$ cat config.mk
export PLATFORM = sky130hd
export DESIGN_NAME = pwm_frac_gen
export DESIGN_NICKNAME = d
export VERILOG_FILES = /design/src/rtl/pwm_frac_pkg.sv /design/src/rtl/pwm_phase_ctr.sv /design/src/rtl/pwm_level_cmp.sv /design/src/rtl/pwm_pol_stage.sv /design/src/rtl/pwm_frac_gen.sv
export SDC_FILE = /design/constraint.sdc
export NUM_CORES = 1
export LEC_CHECK = 0
export BUFFER_PORTS_ARGS = -buffer_cell sky130_fd_sc_hd__buf_2
export CORE_MARGIN = 2
export CORE_UTILIZATION = 50
export DETAILED_ROUTE_END_ITERATION = 7
export GPL_TIMING_DRIVEN = 0
export PLACE_DENSITY = 0.68
export RECOVER_POWER = 25
export SLEW_MARGIN = 25
export SYNTH_ARGS = -nofsm -noshare
export SYNTH_HDL_FRONTEND = slang
export SYNTH_HIERARCHICAL = 1
export SYNTH_SLANG_ARGS = --single-unit
$ cat constraint.sdc
create_clock -name clk -period 5.29 [get_ports clk]
set_clock_uncertainty 0.15 [all_clocks]
set_input_delay 1.058 -clock clk [delete_from_list [all_inputs] [get_ports clk]]
set_output_delay 1.058 -clock clk [all_outputs]
set_load 0.03 [all_outputs]
$ cat src/rtl/pwm_frac_pkg.sv
package pwm_frac_pkg;
  // phase counter width sets the period (2**PHASE_W clocks)
  localparam int PHASE_W = 8;
  // duty field width; must stay narrower than the phase
  localparam int LEVEL_W = 7;
  localparam int CTRL_W  = LEVEL_W + 1;

  typedef logic [PHASE_W-1:0] phase_t;
  typedef logic [LEVEL_W-1:0] level_t;
endpackage

$ cat src/rtl/pwm_phase_ctr.sv
module pwm_phase_ctr #(
  parameter int PHASE_W = pwm_frac_pkg::PHASE_W
) (
  input  logic               clk,
  input  logic               rst,
  output logic [PHASE_W-1:0] phase_q,
  output logic [PHASE_W-1:0] phase_nx,
  output logic               wrap_o
);
  localparam logic [PHASE_W-1:0] LAST = {PHASE_W{1'b1}};

  always_comb begin
    phase_nx = phase_q + {{(PHASE_W-1){1'b0}}, 1'b1};
    wrap_o   = (phase_q == LAST);
  end

  always_ff @(posedge clk) begin
    if (rst) phase_q <= '0;
    else     phase_q <= phase_nx;
  end


  phase_step_chk: assert property (@(posedge clk) disable iff (rst)
    ##1 (!$past(rst)) |-> (phase_q == $past(phase_q) + {{(PHASE_W-1){1'b0}}, 1'b1}));
endmodule

$ cat src/rtl/pwm_level_cmp.sv
module pwm_level_cmp #(
  parameter int PHASE_W = pwm_frac_pkg::PHASE_W,
  parameter int LEVEL_W = pwm_frac_pkg::LEVEL_W
) (
  input  logic               clk,
  input  logic               rst,
  input  logic [PHASE_W-1:0] phase_q,
  input  logic [PHASE_W-1:0] phase_nx,
  input  logic               wrap_i,
  input  logic [LEVEL_W-1:0] level_i,
  output logic               raw_q
);
  localparam int PAD_W = PHASE_W - LEVEL_W;

  logic [LEVEL_W-1:0] level_q;
  logic [LEVEL_W-1:0] level_nx;
  logic               raw_nx;

  always_comb begin
    // the duty is only taken over at the period boundary
    level_nx = wrap_i ? level_i : level_q;
    raw_nx   = ({{PAD_W{1'b0}}, level_nx} > phase_nx);
  end

  always_ff @(posedge clk) begin
    if (rst) begin
      level_q <= '0;
      raw_q   <= 1'b0;
    end else begin
      level_q <= level_nx;
      raw_q   <= raw_nx;
    end
  end


  level_hold_chk: assert property (@(posedge clk) disable iff (rst)
    !wrap_i |=> $stable(level_q));

  zero_level_chk: assert property (@(posedge clk) disable iff (rst)
    (level_q == '0) |-> !raw_q);

  pulse_start_chk: assert property (@(posedge clk) disable iff (rst)
    (phase_q == '0 && level_q != '0) |-> raw_q);

  pulse_end_chk: assert property (@(posedge clk) disable iff (rst)
    (!raw_q && phase_q != '0) |=> (!raw_q || phase_q == '0));
endmodule

$ cat src/rtl/pwm_pol_stage.sv
module pwm_pol_stage (
  input  logic raw_i,
  input  logic invert_i,
  output logic wave_o
);
  always_comb wave_o = raw_i ^ invert_i;
endmodule

$ cat src/rtl/pwm_frac_gen.sv
module pwm_frac_gen #(
  parameter int PHASE_W = pwm_frac_pkg::PHASE_W,
  parameter int LEVEL_W = pwm_frac_pkg::LEVEL_W,
  localparam int CTRL_W = LEVEL_W + 1
) (
  input  logic              clk,
  input  logic              rst,
  input  logic [CTRL_W-1:0] ctrl_byte,
  output logic              pwm_out
);
  logic [PHASE_W-1:0] phase_q;
  logic [PHASE_W-1:0] phase_nx;
  logic               wrap;
  logic               raw;

  pwm_phase_ctr #(.PHASE_W(PHASE_W)) ctr_i (
    .clk      (clk),
    .rst      (rst),
    .phase_q  (phase_q),
    .phase_nx (phase_nx),
    .wrap_o   (wrap)
  );

  pwm_level_cmp #(.PHASE_W(PHASE_W), .LEVEL_W(LEVEL_W)) cmp_i (
    .clk      (clk),
    .rst      (rst),
    .phase_q  (phase_q),
    .phase_nx (phase_nx),
    .wrap_i   (wrap),
    .level_i  (ctrl_byte[LEVEL_W-1:0]),
    .raw_q    (raw)
  );

  pwm_pol_stage pol_i (
    .raw_i    (raw),
    .invert_i (ctrl_byte[CTRL_W-1]),
    .wave_o   (pwm_out)
  );


  reset_low_chk: assert property (@(posedge clk)
    $past(rst) |-> !raw);
endmodule

==> results.yml <==
clock_network:
  numCtsBuffers: 3
  clkLatencyLatePin_ps: 280
  cts_root_buffer: "clkbuf_4"
  cts_resized: 0
  ctsLongestPathBuffers: 2
  tritoncts: "yes"
  clk_pin_slew_ps: 90
  h-tree-depth: 1
  cts_hold_buf: 0
  postCtsSetupRepairBufs: 0
  clock_sinks: 16
timing:
  relSlewSlack_pct: 54.5
  finalSetupTns_ps: 0
  hold_viol: 0
  max_freq_mhz: 370
  period_minus_slack_ps: 2700
  layout_setup_ws_ps: 2590
  report.final.slew_viol_count: 0
  fin_hold_ws_ps: 321
  period_share_pct: 51.1
  setup_viol_count_final: 0
  tightestPinTransition_ps: 682
  rsz0062_at_grt: "false"
drt:
  wirelength_mm: 1.33
  wire_per_inst_um: 11.4
  ant_nets: 0
  first_pass_iters: 4
  vias: 612
  drt_iter0_drc: 16
  drc: 0
  via_per_inst: 5.28
power:
  power_uw: 223
  powerDensity_nw_per_um2: 240
  power.leakage_nw: 0.404
  vdd_drop_max_uv: 150
critical_path:
  path_cells: "buf_2, xor2_1, buf_2"
  cp_common_cell: "buf_2"
  arrival_ps: 1490
  worstSetupPathType: "in2out"
  max_stage_delay_ps: 210
  crit_path_end_kind: "output port"
  crit_path_start_kind: "input port"
  path_delay_family: "buffers and inverters"
  critPathRequiredTime_ps: 4080
  path_max_fanout: 1
  critPathSlowestCell: "buf_2"
  cp.buffers_inverters: 2
floorplan:
  die_y_um: 44.6
  die_area_um2: 1990
  initial_core_util_pct: 54.2
  die_w_um: 44.6
  io_pins: 11
  placementRows: 14
  core-area_um2: 1520
synthesis:
  netlist_area_um2: 826
  synth_top_cell_by_area: "dfxtp_1"
  yosysWarningCount: 6
  synth_seq_cells: 16
  yosys.cell_types.count: 21
  seq_area_frac_synth_pct: 38.8
  synth_area_per_cell_um2: 9.60
  yosysTopAreaCellShare_pct: 38.8
  synth_area_leaders: "dfxtp_1 39%, ha_1 12%, mux2_4 11%"
  postSynthCellCount: 86
  syn_nets: 104
cells_and_area:
  diodes: 0
  final_cell_mix: "16 x dfxtp_1, 11 x nor2b_1, 9 x buf_2"
  area_growth_pct: 12.7
  nets: 119
  n_fill_cell: 140
  final_layout_size_suffix_gt1_share_pct: 20.0
  final_common_cell: "dfxtp_1"
  fin_area_um2: 931
  fin_cells: 116
  utilization_pct: 61.1
placement:
  routabilityCongestion: 0.764
  dp_hpwl_um: 981
  port_buffers: 10
  dp.cells: 112
  place_area_um2: 896
  pre_cts_slack_ps: 2580
grt:
  grt_pass1_vias: 606
  grt_usage_pct: 16.0
  antenna_found_initial: 0
  overflow: 0
  grt_max_degree: 17
  grt_first_pass_wirelength_mm: 2.28
outcome:
  status: "completed"
flow_run:
  maxCapViolCount: 0
min_path:
  hp-class: "reg2reg"
Yosys cell counts (all sizes together):
cell type	instances
buf	1
xnor2	2
mux2	6
or3	3
a21oi	5
o21a	1
inv	7
nand4b	1
nand2	5
nor3	1
nor2b	11
mux2i	1
dfxtp	16
o21ai	3
nor2	6
a211oi	1
nand4	2
nand3	3
ha	8
xor2	2
o211ai	1
per-layer routing:
metal  GRT usage, %  vias up  share of wire [%]
li1               -      321                  -
met1           19.7      283                 48
met2           24.6        6                 47
met3           3.67        2                3.2
met4           10.9        0               0.98
met5              0        -                  0
state kept, by name, indices dropped and copies added (netlist names):
name           count
cmp_i/raw_q        1
ctr_i/phase_q      8
cmp_i/level_q      7
worst paths after layout:
path | slack (ps) | cells after the start | from | endpoint
worst max register to register | 2890 | 10 | ctr_i/phase_q[0] | cmp_i/raw_q
worst max-delay path | 2590 | 3 | ctrl_byte[7] | pwm_out
worst min-delay path | 320 | 1 | ctr_i/phase_q[0] | ctr_i/phase_q[0]
worst min register to register | 320 | 1 | ctr_i/phase_q[0] | ctr_i/phase_q[0]
cell type report:
type	instances	area, um^2	share of cell area (%)
tap	16	20.0	2.15
clock buffer	4	36.3	3.90
buffer	1	11.3	1.21
sequential	16	320	34.4
multi-input combinational	62	468	50.3
inverter	7	26.3	2.82
timing repair buffer	10	48.8	5.24
power by group:
part | internal, mW | total (mW) | switching, mW
combinational | 0.00891 | 0.0193 | 0.0103
sequential | 0.123 | 0.125 | 0.00183
clock | 0.0419 | 0.0795 | 0.0377
cell families after synthesis:
group	Yosys count	share of synthesized area, %
AND/OR/NAND/NOR	32	20.6
flip-flops	16	38.8
AO/OA/AOI/OAI	11	7.58
buffers and inverters	8	4.55
adder cells (fa/ha/maj)	8	12.1
multiplexers	7	12.1
XOR/XNOR	4	4.24
Power figures use the tool's default switching activity.
